File: src/rtl/qdma_pkg.sv
package qdma_pkg;

    localparam int ADDR_W = 32;
    localparam int LEN_W  = 27;
    localparam int BLEN_W = LEN_W + 2;
    localparam int REG_AW = 8;

    localparam logic [REG_AW-1:0] OFS_INT_STS  = 8'h0C;
    localparam logic [REG_AW-1:0] OFS_INT_MASK = 8'h10;
    localparam logic [REG_AW-1:0] OFS_STATUS   = 8'h14;
    localparam logic [REG_AW-1:0] OFS_SRC_ADDR = 8'h18;
    localparam logic [REG_AW-1:0] OFS_DST_ADDR = 8'h1C;
    localparam logic [REG_AW-1:0] OFS_SRC_LEN  = 8'h20;
    localparam logic [REG_AW-1:0] OFS_DST_LEN  = 8'h24;
    localparam logic [REG_AW-1:0] OFS_MISC     = 8'h80;

    localparam int BIT_PDONE  = 12;
    localparam int BIT_DONE   = 13;
    localparam int BIT_QOVF   = 14;
    localparam int BIT_QEMPTY = 30;
    localparam int BIT_QFULL  = 31;
    localparam int BIT_LPBK   = 4;

    localparam logic [31:0] INT_STS_RST = 32'h8802_0000;

    typedef struct packed {
        logic [ADDR_W-1:0] src;
        logic [ADDR_W-1:0] dst;
        logic [BLEN_W-1:0] slen;
        logic [BLEN_W-1:0] dlen;
    } dma_cmd_t;

    typedef enum logic [1:0] {
        MV_IDLE = 2'd0,
        MV_PLAN = 2'd1,
        MV_MOVE = 2'd2
    } mv_state_e;

    function automatic logic [BLEN_W-1:0] min_len(input logic [BLEN_W-1:0] a,
                                                  input logic [BLEN_W-1:0] b);
        return (a < b) ? a : b;
    endfunction

    function automatic logic [ADDR_W-1:0] word_align(input logic [ADDR_W-1:0] a);
        return {a[ADDR_W-1:2], 2'b00};
    endfunction

endpackage

File: src/rtl/qdma_cmd_fifo.sv
module qdma_cmd_fifo
    import qdma_pkg::*;
#(
    parameter int DEPTH = 4
) (
    input  logic     clk,
    input  logic     rst,
    input  logic     push,
    input  dma_cmd_t push_cmd,
    input  logic     pop,
    output dma_cmd_t head,
    output logic     head_valid,
    output logic     full,
    output logic     empty,
    output logic     overflow
);
    localparam int PTR_W = (DEPTH > 1) ? $clog2(DEPTH) : 1;
    localparam int CNT_W = $clog2(DEPTH + 1);

    dma_cmd_t           slots [DEPTH];
    logic [PTR_W-1:0]   rd_ptr, wr_ptr;
    logic [CNT_W-1:0]   count;
    logic               accept, take;

    assign full       = (count == CNT_W'(DEPTH));
    assign empty      = (count == '0);
    assign head_valid = !empty;
    assign head       = slots[rd_ptr];
    assign accept     = push && !full;
    assign overflow   = push && full;
    assign take       = pop && !empty;

    function automatic logic [PTR_W-1:0] bump(input logic [PTR_W-1:0] p);
        return (p == PTR_W'(DEPTH - 1)) ? '0 : p + 1'b1;
    endfunction

    always_ff @(posedge clk) begin
        if (rst) begin
            rd_ptr <= '0;
            wr_ptr <= '0;
            count  <= '0;
        end else begin
            if (accept) wr_ptr <= bump(wr_ptr);
            if (take)   rd_ptr <= bump(rd_ptr);
            case ({accept, take})
                2'b10:   count <= count + 1'b1;
                2'b01:   count <= count - 1'b1;
                default: count <= count;
            endcase
        end
    end

    generate
        for (genvar i = 0; i < DEPTH; i++) begin : g_slot
            always_ff @(posedge clk) begin
                if (rst) begin
                    slots[i] <= '0;
                end else if (accept && wr_ptr == PTR_W'(i)) begin
                    slots[i] <= push_cmd;
                end
            end
        end
    endgenerate

    // a dropped push leaves the occupancy untouched
    a_r8_drop_when_full: assert property (@(posedge clk) disable iff (rst)
        (push && full && !pop) |=> $stable(count));

    // occupancy never passes the configured depth
    a_r8_count_bound: assert property (@(posedge clk) disable iff (rst)
        count <= CNT_W'(DEPTH));

endmodule

File: src/rtl/qdma_regs.sv
module qdma_regs
    import qdma_pkg::*;
(
    input  logic              clk,
    input  logic              rst,
    input  logic              reg_wr,
    input  logic [REG_AW-1:0] reg_addr,
    input  logic [31:0]       reg_wdata,
    output logic [31:0]       reg_rdata,
    input  logic              done_pulse,
    input  logic              ovf_pulse,
    input  logic              q_full,
    input  logic              q_empty,
    output logic              push,
    output dma_cmd_t          push_cmd,
    output logic              lpbk,
    output logic              irq
);
    logic [ADDR_W-1:0] src_addr_q, dst_addr_q;
    logic [LEN_W-1:0]  src_len_q, dst_len_q;
    logic [31:0]       int_sts_q, int_mask_q;
    logic [31:0]       int_sts_nxt;
    logic              lpbk_q;

    function automatic logic hit(input logic [REG_AW-1:0] ofs);
        return reg_wr && (reg_addr == ofs);
    endfunction

    assign push = hit(OFS_DST_LEN);
    assign lpbk = lpbk_q;

    always_comb begin
        push_cmd.src  = word_align(src_addr_q);
        push_cmd.dst  = word_align(dst_addr_q);
        push_cmd.slen = {src_len_q, 2'b00};
        push_cmd.dlen = {reg_wdata[LEN_W-1:0], 2'b00};
    end

    always_comb begin
        int_sts_nxt = int_sts_q;
        if (hit(OFS_INT_STS)) int_sts_nxt = int_sts_nxt & ~reg_wdata;
        if (done_pulse) begin
            int_sts_nxt[BIT_DONE]  = 1'b1;
            int_sts_nxt[BIT_PDONE] = 1'b1;
        end
        if (ovf_pulse) int_sts_nxt[BIT_QOVF] = 1'b1;
    end

    always_ff @(posedge clk) begin
        if (rst) begin
            src_addr_q <= '0;
            dst_addr_q <= '0;
            src_len_q  <= '0;
            dst_len_q  <= '0;
            int_sts_q  <= INT_STS_RST;
            int_mask_q <= '1;
            lpbk_q     <= 1'b0;
        end else begin
            int_sts_q <= int_sts_nxt;
            if (hit(OFS_SRC_ADDR)) src_addr_q <= reg_wdata;
            if (hit(OFS_DST_ADDR)) dst_addr_q <= reg_wdata;
            if (hit(OFS_SRC_LEN))  src_len_q  <= reg_wdata[LEN_W-1:0];
            if (hit(OFS_DST_LEN))  dst_len_q  <= reg_wdata[LEN_W-1:0];
            if (hit(OFS_INT_MASK)) int_mask_q <= reg_wdata;
            if (hit(OFS_MISC))     lpbk_q     <= reg_wdata[BIT_LPBK];
        end
    end

    always_comb begin
        reg_rdata = '0;
        case (reg_addr)
            OFS_INT_STS:  reg_rdata = int_sts_q;
            OFS_INT_MASK: reg_rdata = int_mask_q;
            OFS_STATUS: begin
                reg_rdata[BIT_QFULL]  = q_full;
                reg_rdata[BIT_QEMPTY] = q_empty;
            end
            OFS_SRC_ADDR: reg_rdata = src_addr_q;
            OFS_DST_ADDR: reg_rdata = dst_addr_q;
            OFS_SRC_LEN:  reg_rdata = {{(32-LEN_W){1'b0}}, src_len_q};
            OFS_DST_LEN:  reg_rdata = {{(32-LEN_W){1'b0}}, dst_len_q};
            OFS_MISC:     reg_rdata[BIT_LPBK] = lpbk_q;
            default:      reg_rdata = '0;
        endcase
    end

    assign irq = |(int_sts_q & ~int_mask_q);

    // bit 31 is never set by hardware, so a write of one clears it for good
    a_r11_w1c_top_bit: assert property (@(posedge clk) disable iff (rst)
        (hit(OFS_INT_STS) && reg_wdata[31]) |=> !int_sts_q[31]);

    // a fully set mask silences the line
    a_r10_mask_silences: assert property (@(posedge clk) disable iff (rst)
        (int_mask_q == 32'hFFFF_FFFF) |-> !irq);

    // a completion pulse leaves both done flags set
    a_r7_done_flags: assert property (@(posedge clk) disable iff (rst)
        done_pulse |=> (int_sts_q[BIT_DONE] && int_sts_q[BIT_PDONE]));

endmodule

File: src/rtl/qdma_mover.sv
module qdma_mover
    import qdma_pkg::*;
#(
    parameter int MAX_BURST_BYTES = 1024
) (
    input  logic              clk,
    input  logic              rst,
    input  logic              head_valid,
    input  dma_cmd_t          head,
    input  logic              lpbk,
    output logic              pop,
    output logic              done_pulse,
    output logic              mem_rd,
    output logic [ADDR_W-1:0] mem_raddr,
    input  logic [31:0]       mem_rdata,
    output logic              mem_wr,
    output logic [ADDR_W-1:0] mem_waddr,
    output logic [31:0]       mem_wdata
);
    localparam int MAX_WORDS = MAX_BURST_BYTES / 4;
    localparam int IDX_W     = (MAX_WORDS > 1) ? $clog2(MAX_WORDS) : 1;
    localparam int WL_W      = BLEN_W - 2;
    localparam logic [BLEN_W-1:0] CAP = BLEN_W'(MAX_BURST_BYTES);

    mv_state_e          state;
    logic [ADDR_W-1:0]  cur_src, cur_dst;
    logic [BLEN_W-1:0]  rem_src, rem_dst;
    logic [BLEN_W-1:0]  burst_bytes;
    logic               burst_lb;
    logic [IDX_W-1:0]   idx;
    logic [BLEN_W-1:0]  next_size;
    logic [WL_W-1:0]    burst_wds;
    logic               at_last;
    logic [ADDR_W-1:0]  offset;

    always_comb begin
        next_size = min_len(CAP, rem_src);
        if (lpbk) next_size = min_len(next_size, rem_dst);
    end

    assign burst_wds  = burst_bytes[BLEN_W-1:2];
    assign at_last    = (WL_W'(idx) == (burst_wds - WL_W'(1)));
    assign offset     = ADDR_W'(idx) << 2;

    assign pop        = (state == MV_PLAN) && (next_size == '0);
    assign done_pulse = pop;

    assign mem_rd     = (state == MV_MOVE);
    assign mem_raddr  = cur_src + offset;
    assign mem_wr     = (state == MV_MOVE) && burst_lb;
    assign mem_waddr  = cur_dst + offset;
    assign mem_wdata  = mem_rdata;

    always_ff @(posedge clk) begin
        if (rst) begin
            state       <= MV_IDLE;
            cur_src     <= '0;
            cur_dst     <= '0;
            rem_src     <= '0;
            rem_dst     <= '0;
            burst_bytes <= '0;
            burst_lb    <= 1'b0;
            idx         <= '0;
        end else begin
            case (state)
                MV_IDLE: begin
                    if (head_valid) begin
                        cur_src <= head.src;
                        cur_dst <= head.dst;
                        rem_src <= head.slen;
                        rem_dst <= head.dlen;
                        state   <= MV_PLAN;
                    end
                end
                MV_PLAN: begin
                    if (next_size == '0) begin
                        state <= MV_IDLE;
                    end else begin
                        burst_bytes <= next_size;
                        burst_lb    <= lpbk;
                        idx         <= '0;
                        state       <= MV_MOVE;
                    end
                end
                MV_MOVE: begin
                    if (at_last) begin
                        cur_src <= cur_src + ADDR_W'(burst_bytes);
                        rem_src <= rem_src - burst_bytes;
                        if (burst_lb) begin
                            cur_dst <= cur_dst + ADDR_W'(burst_bytes);
                            rem_dst <= rem_dst - burst_bytes;
                        end
                        state <= MV_PLAN;
                    end else begin
                        idx <= idx + 1'b1;
                    end
                end
                default: state <= MV_IDLE;
            endcase
        end
    end

    // every burst in flight is non-empty and within the cap
    a_r4_burst_cap: assert property (@(posedge clk) disable iff (rst)
        (state == MV_MOVE) |-> (burst_bytes != '0 && burst_bytes <= CAP));

    // a burst ends with a cycle free of reads
    a_r4_burst_gap: assert property (@(posedge clk) disable iff (rst)
        (mem_rd && at_last) |=> !mem_rd);

    // read addresses step by one word inside a burst
    a_r5_addr_step: assert property (@(posedge clk) disable iff (rst)
        (mem_rd && !at_last) |=> (mem_raddr == $past(mem_raddr) + 32'd4));

    // issued addresses are word aligned
    a_r2_aligned: assert property (@(posedge clk) disable iff (rst)
        mem_rd |-> (mem_raddr[1:0] == 2'b00 && mem_waddr[1:0] == 2'b00));

endmodule

File: src/rtl/qdma_engine.sv
module qdma_engine
    import qdma_pkg::*;
#(
    parameter int QUEUE_DEPTH     = 4,
    parameter int MAX_BURST_BYTES = 1024
) (
    input  logic        clk,
    input  logic        rst,
    input  logic        reg_wr,
    input  logic [7:0]  reg_addr,
    input  logic [31:0] reg_wdata,
    output logic [31:0] reg_rdata,
    output logic        mem_rd,
    output logic [31:0] mem_raddr,
    input  logic [31:0] mem_rdata,
    output logic        mem_wr,
    output logic [31:0] mem_waddr,
    output logic [31:0] mem_wdata,
    output logic        irq
);
    dma_cmd_t push_cmd, head;
    logic     push, pop, head_valid, q_full, q_empty, q_ovf;
    logic     done_pulse, lpbk;

    qdma_regs u_regs (
        .clk        (clk),
        .rst        (rst),
        .reg_wr     (reg_wr),
        .reg_addr   (reg_addr),
        .reg_wdata  (reg_wdata),
        .reg_rdata  (reg_rdata),
        .done_pulse (done_pulse),
        .ovf_pulse  (q_ovf),
        .q_full     (q_full),
        .q_empty    (q_empty),
        .push       (push),
        .push_cmd   (push_cmd),
        .lpbk       (lpbk),
        .irq        (irq)
    );

    qdma_cmd_fifo #(.DEPTH(QUEUE_DEPTH)) u_fifo (
        .clk        (clk),
        .rst        (rst),
        .push       (push),
        .push_cmd   (push_cmd),
        .pop        (pop),
        .head       (head),
        .head_valid (head_valid),
        .full       (q_full),
        .empty      (q_empty),
        .overflow   (q_ovf)
    );

    qdma_mover #(.MAX_BURST_BYTES(MAX_BURST_BYTES)) u_mover (
        .clk        (clk),
        .rst        (rst),
        .head_valid (head_valid),
        .head       (head),
        .lpbk       (lpbk),
        .pop        (pop),
        .done_pulse (done_pulse),
        .mem_rd     (mem_rd),
        .mem_raddr  (mem_raddr),
        .mem_rdata  (mem_rdata),
        .mem_wr     (mem_wr),
        .mem_waddr  (mem_waddr),
        .mem_wdata  (mem_wdata)
    );

    // a destination write only ever accompanies a read of the same word
    a_r6_write_pairs: assert property (@(posedge clk) disable iff (rst)
        mem_wr |-> (mem_rd && mem_wdata == mem_rdata));

    // the mover only retires while a command is queued
    a_r8_pop_has_entry: assert property (@(posedge clk) disable iff (rst)
        pop |-> head_valid);

endmodule

File: config.mk
export PLATFORM = sky130hd
export DESIGN_NAME = qdma_engine
export DESIGN_NICKNAME = d
export VERILOG_FILES = /design/src/rtl/qdma_pkg.sv /design/src/rtl/qdma_cmd_fifo.sv /design/src/rtl/qdma_regs.sv /design/src/rtl/qdma_mover.sv /design/src/rtl/qdma_engine.sv
export SDC_FILE = /design/constraint.sdc
export NUM_CORES = 2
export LEC_CHECK = 0
export ABC_AREA = 1
export CAP_MARGIN = 20
export CORE_ASPECT_RATIO = 0.8
export CORE_UTILIZATION = 51
export CTS_CLUSTER_DIAMETER = 100
export DETAILED_ROUTE_END_ITERATION = 8
export PLACE_DENSITY = 0.69
export SETUP_SLACK_MARGIN = 0.3
export SYNTH_ARGS = -nofsm -noshare
export SYNTH_HDL_FRONTEND = slang
export SYNTH_SLANG_ARGS = --single-unit
File: constraint.sdc
create_clock -name clk -period 9.4 [get_ports clk]
set_input_delay 0.94 -clock clk [delete_from_list [all_inputs] [get_ports clk]]
set_output_delay 0.94 -clock clk [all_outputs]
set_load 0.01 [all_outputs]
# == Yosys cells after proc, flatten, opt, wreduce, memory -nomap -nowiden ==
# Memories as Yosys holds them, arrays and structs flattened. A register that Yosys moved wholly into a read port is not among the register bits.
# Cells that the tools add are included.
# totals
inputBits,75
memories,1
wordCells,154
ram_bits,456
register_bits,352
# mem_list
memory,depth,word_bits,rd,rd_clocked_by_memory_dff,write_ports,line,text
u_fifo.slots,4,114,1,1,4,qdma_cmd_fifo.sv:20,dma_cmd_t slots [DEPTH];
# op_classes
eq_ne,23
n_reduce_logical,33
bitwise_logic,9
order_cmp,2
n_addsub,12
muxes,54
# op_table
operator,n
2-to-1 mux 114 bit,4
2-to-1 mux 29 bit,8
2-to-1 mux 32 bit,5
case mux 25 bit (6 select lines),1
case mux 32 bit (2 select lines),2
case mux 29 bit (2 select lines),2
adder 32 x 10 -> 32 bit,2
adder 32 x 29 -> 32 bit,2
AND 32 bit,2
inverter 32 bit,2
subtractor 29 bit,2
equality test 8 x 5 -> 1 bit (second input constant),4
OR reduction 32 bit,1
logical NOT 29 bit,1
less-than comparator 11 x 29 -> 1 bit (first input constant),1
less-than comparator 29 bit,1
equality test 8 x 27 -> 1 bit,1
subtractor 27 x 1 -> 27 bit (second input constant),1
case mux 4 bit (6 select lines),1
equality test 8 x 6 -> 1 bit (second input constant),2
logical AND 1 bit,16
2-to-1 mux 2 bit,8
2-to-1 mux 8 bit,2
case mux 8 bit (2 select lines),1
other kinds (26),61

# == Depth between registers and ports, before layout ==
# depth
ltp_word,10
depth_mapped,35

# == By module ==
# Synthesis repeated with hierarchy kept, for this count alone.
# hier_totals
cells_unflattened,6101
hier_area_um2,47375.4
# by_module_without_submodules
mod,n_inst,cells_per_inst,seq_area_each_um2,area_per_inst_um2
qdma_cmd_fifo,1,1919,14834.2,21122.8
qdma_mover,1,2698,3243.1,16746.1
qdma_regs,1,1484,3663.5,9506.6

# == Least setup slack after synthesis ==
# OpenSTA, ideal clock, no wires.
# synth_path
kind,input to register
startpoint,input reg_addr[1]
endpoint,"memory u_fifo.slots[3][0] (netlist bit), enable pin"
setup_time_ns,0.478
arrival_ns,4.451
n_path_buf,0
setup_slack_ns,4.472
stages,9
cell_sequence,nor2_1 > nand2_1 > nor2_1 > nand2_1 > nor2_1 > inv_1 > nor2_1 > nand2_1 > nand2_1
# synth_rtl
item,line,text
from (decl),qdma_engine.sv:10,"input logic [7:0] reg_addr,"
to (decl),qdma_cmd_fifo.sv:20,

# == Worst setup path in the final report ==
# layout_path
startpoint,register u_mover.idx[2]
endpoint,output mem_raddr[25]
# layout_between
elab_chain_len,1
# layout_lines
item,line,text
from (decl),qdma_mover.sv:30,logic [IDX_W-1:0] idx;
from (signal assigned),qdma_mover.sv:95,idx <= idx + 1'b1;
adder 32 x 10 -> 32 bit,qdma_mover.sv:49,assign mem_raddr = cur_src + offset;
to (decl),qdma_engine.sv:14,"output logic [31:0] mem_raddr,"
# No other way between the ends.

==> impl_metrics.py <==
metrics = {
    "outcome": {
        "status": "finished, violations left",
        "violations": "design-rule violations",
    },
    "floorplan": {
        "io_pins": 206,
        "core_area_um2": 84300,
        "initial_utilization_pct": 51.7,
        "die_y_um": 263,
        "row_count": 95,
        "die_area_um2": 86600,
        "die_w_um": 329,
    },
    "cells_and_area": {
        "final_cell_mix": "nor2_1 (1,058), nand2_1 (702), a21oi_1 (531)",
        "final_common_cell": "nor2_1",
        "multi_input_area_um2": 19600,
        "final_util_pct": 57.5,
        "area_growth_pct": 11.2,
        "nNetsFinal": 5627,
        "drive_gt1_share_pct": 4.20,
        "seq_area_um2": 20800,
        "fill_cells": 7537,
        "n_antenna_cell": 0,
    },
    "placed_design": {
        "port_buffers": 141,
        "dpl_worst_slack_ns": 3.76,
        "gp_congestion": 0.959,
        "dp_hpwl_mm": 97.3,
    },
    "sta": {
        "slew_headroom_pct": 28.1,
        "clock.fmax_mhz": 171,
        "worst_slack_ns": 3.54,
        "holdWs_ns": 0.450,
        "tightest_slew_ns": 1.07,
        "slew_viol_final": 0,
        "rsz0062_at_grt": "no",
        "fin_skew_ns": 0.0378,
        "period_share_pct": 62.3,
        "period_needed_ns": 5.86,
        "tns_ns": 0,
        "hold_viol_final": 0,
        "finalSetupViolCount": 0,
    },
    "critical_path": {
        "crit_path_start_kind": "register",
        "path_class": "reg -> out",
        "cp_data_arrival_time_ns": 4.92,
        "critical_path.max_fanout": 7,
        "setup.worst_path.end_class": "output pin",
        "required_ns": 8.46,
    },
    "clock_network": {
        "ctsHtreeMaxLevel": 3,
        "cts_buffer_depth": 3,
        "clk-insertion-delay-late_ns": 0.67,
        "cts.sinks": 810,
        "post_cts_buffers": 0,
        "post_cts_resized": 0,
        "cts_tree": "built",
        "cts_buffers": 83,
        "clockRootBuffer": "clkbuf_16",
        "clkTransAtPathRegs_ns": 0.06,
        "cts.hold.buffers_added": 0,
    },
    "global_route": {
        "track_usage_pct": 32.4,
        "grt_first_pass_wirelength_mm": 215,
        "overflow": 0,
        "grt_pass1_vias": 34633,
        "grt_max_degree": 139,
        "grt_antenna_before_repair": 3,
    },
    "yosys": {
        "async_reset_ff_share_pct": 0,
        "synth-adder-area-share_pct": 5.09,
        "muxShareOfSynthArea_pct": 0.0230,
        "synth-xor-area-share_pct": 2.75,
        "yosys_warnings": 0,
        "synthFlopType": "edfxtp_1",
        "postSynthAreaPerCell_um2": 8.07,
        "synth_cell_types": 59,
        "ys_ff_latch": 810,
        "synth_top_family_by_area": "simple AND/OR/NAND/NOR gates",
        "synth_edf_count": 456,
        "syn-cell-area_um2": 43600,
        "ys_seq_area_share_pct": 47.7,
        "synth_compound_area_share_pct": 17.7,
        "postSynthCellCount": 5401,
        "synth_simple_gate_area_share_pct": 19.1,
    },
    "power_and_ir_drop": {
        "peakVddDrop_mv": 0.146,
        "power_density_nw_per_um2": 219,
        "p_leak_nw": 19.6,
    },
    "detailed_routing": {
        "viasPerCell": 5.90,
        "drt_iter0_drc": 4902,
        "via_count": 38763,
        "drt_wl_total_mm": 143,
        "firstDrtPassIters": 8,
        "drc": 2,
        "wire_per_inst_um": 21.8,
        "ant_nets": 0,
    },
    "flow_run": {
        "max_cap_viol_count": 0,
    },
    "hold_path": {
        "hold_path_class": "reg -> reg",
    },
}
==> flip-flops by register name, summed over array words and instances, names as in the netlist, 8 cells and up, named ones only <==
| name | flops |
|---|---|
| u_mover.rem_dst | 29 |
| u_mover.burst_bytes | 29 |
| u_mover.rem_src | 29 |
| u_regs.src_addr_q | 32 |
| u_fifo.slots | 456 |
| u_regs.dst_addr_q | 32 |
| u_regs.src_len_q | 27 |
| u_regs.int_mask_q | 32 |
| u_regs.dst_len_q | 27 |
| u_mover.cur_src | 32 |
| u_mover.idx | 8 |
| u_regs.int_sts_q | 32 |
| u_mover.cur_dst | 32 |
==> cell type report <==
cell class	instances	area share [%]
Inverter	524	4.09
Timing Repair Buffer	188	3.70
Sequential cell	810	42.9
Tap cell	1115	2.88
Multi-Input combinational cell	3772	40.5
Clock buffer	109	4.76
Clock inverter	47	1.18
==> per-stage QoR <==
| stage | instance area [um^2] | power [mW] | instances |
|---|---|---|---|
| after floorplan | 43600 | 6.31 | 5418 |
| after detailed placement | 45600 | 7.14 | 6408 |
| after global routing | 48500 | 11.1 | 6565 |
| after CTS | 48400 | 10.6 | 6564 |
| final | 48500 | 10.6 | 6565 |
| after global placement | 45600 | 7.12 | 6407 |
==> synthesized netlist by cell type (7+ instances only) <==
master | instances | area [um^2]
xor2_1 | 101 | 885
xnor2_1 | 36 | 315
nand4_1 | 39 | 244
buf_2 | 13 | 65.1
a2111o_1 | 7 | 78.8
nor3_1 | 55 | 275
ha_1 | 166 | 2080
o21bai_1 | 8 | 60.1
a32o_1 | 11 | 110
dfxtp_1 | 354 | 7090
buf_1 | 13 | 48.8
o211ai_1 | 71 | 533
a21oi_1 | 531 | 2660
buf_4 | 43 | 323
o21ai_0 | 519 | 2600
o221ai_1 | 20 | 175
nand3_1 | 152 | 761
a211oi_1 | 8 | 60.1
a31oi_1 | 21 | 131
inv_1 | 517 | 1940
o22ai_1 | 105 | 657
o21a_1 | 17 | 128
clkbuf_1 | 237 | 890
nor2_1 | 1062 | 3990
fa_1 | 7 | 140
a21o_1 | 9 | 67.6
a21boi_0 | 9 | 67.6
edfxtp_1 | 456 | 13700
nand2_1 | 707 | 2650
nor4_1 | 14 | 87.6
a221oi_1 | 20 | 175
==> layer usage <==
metal  up-vias  GRT usage [%]  part of all wire [%]
met1     18337           49.5                    44
li1      18211              -                     -
met2      1991           47.3                    43
met4         2           9.18                   2.7
met5         -              0                0.0091
met3       222           4.60                    10
==> logic make-up after synthesis <==
family | after synthesis
compound gates | 1379
other cells | 1
mux | 1
flops | 810
fa+ha+maj | 173
xor+xnor | 137
buf+inv | 836
simple gates | 2064
==> final timing paths <==
path,start,end,slack (ns),depth (start not counted)
worst max-delay path,u_mover.idx[2]$_SDFFE_PP0P_,mem_raddr[25],3.54,15
worst min-delay path,u_regs.int_sts_q[31]$_SDFFE_PP1P_,u_regs.int_sts_q[31]$_SDFFE_PP1P_,0.45,2
worst max register to register,u_mover.rem_src[13]$_SDFFE_PP0P_,u_fifo.count[2]$_SDFFE_PP0P_,4.02,33
worst min register to register,u_regs.int_sts_q[31]$_SDFFE_PP1P_,u_regs.int_sts_q[31]$_SDFFE_PP1P_,0.45,2
==> report_power, final <==
group | total [mW] | switching (mW) | internal, mW | leakage, nW
sequential | 4.13 | 0.200 | 3.93 | 7.57
clock | 3.49 | 1.49 | 2.00 | 1.40
combinational | 3.01 | 1.95 | 1.06 | 10.6
==> worst max-delay path: stages (launching register included) <==
cell and delay (ns):
dfxtp_1 0.39, ha_1 0.39, nand3_1 0.10, nand2_1 0.11
a21oi_1 0.08, o21bai_1 0.19, a21oi_1 0.09, o21bai_1 0.22
a21o_1 0.38, nand3_1 0.25, nor4_1 0.77, nand2_1 0.27
nor2_1 0.23, nand2_1 0.10, xor2_1 0.16, clkdlybuf4s50_1 0.56
Note: power is estimated with default switching activity, not from simulation.
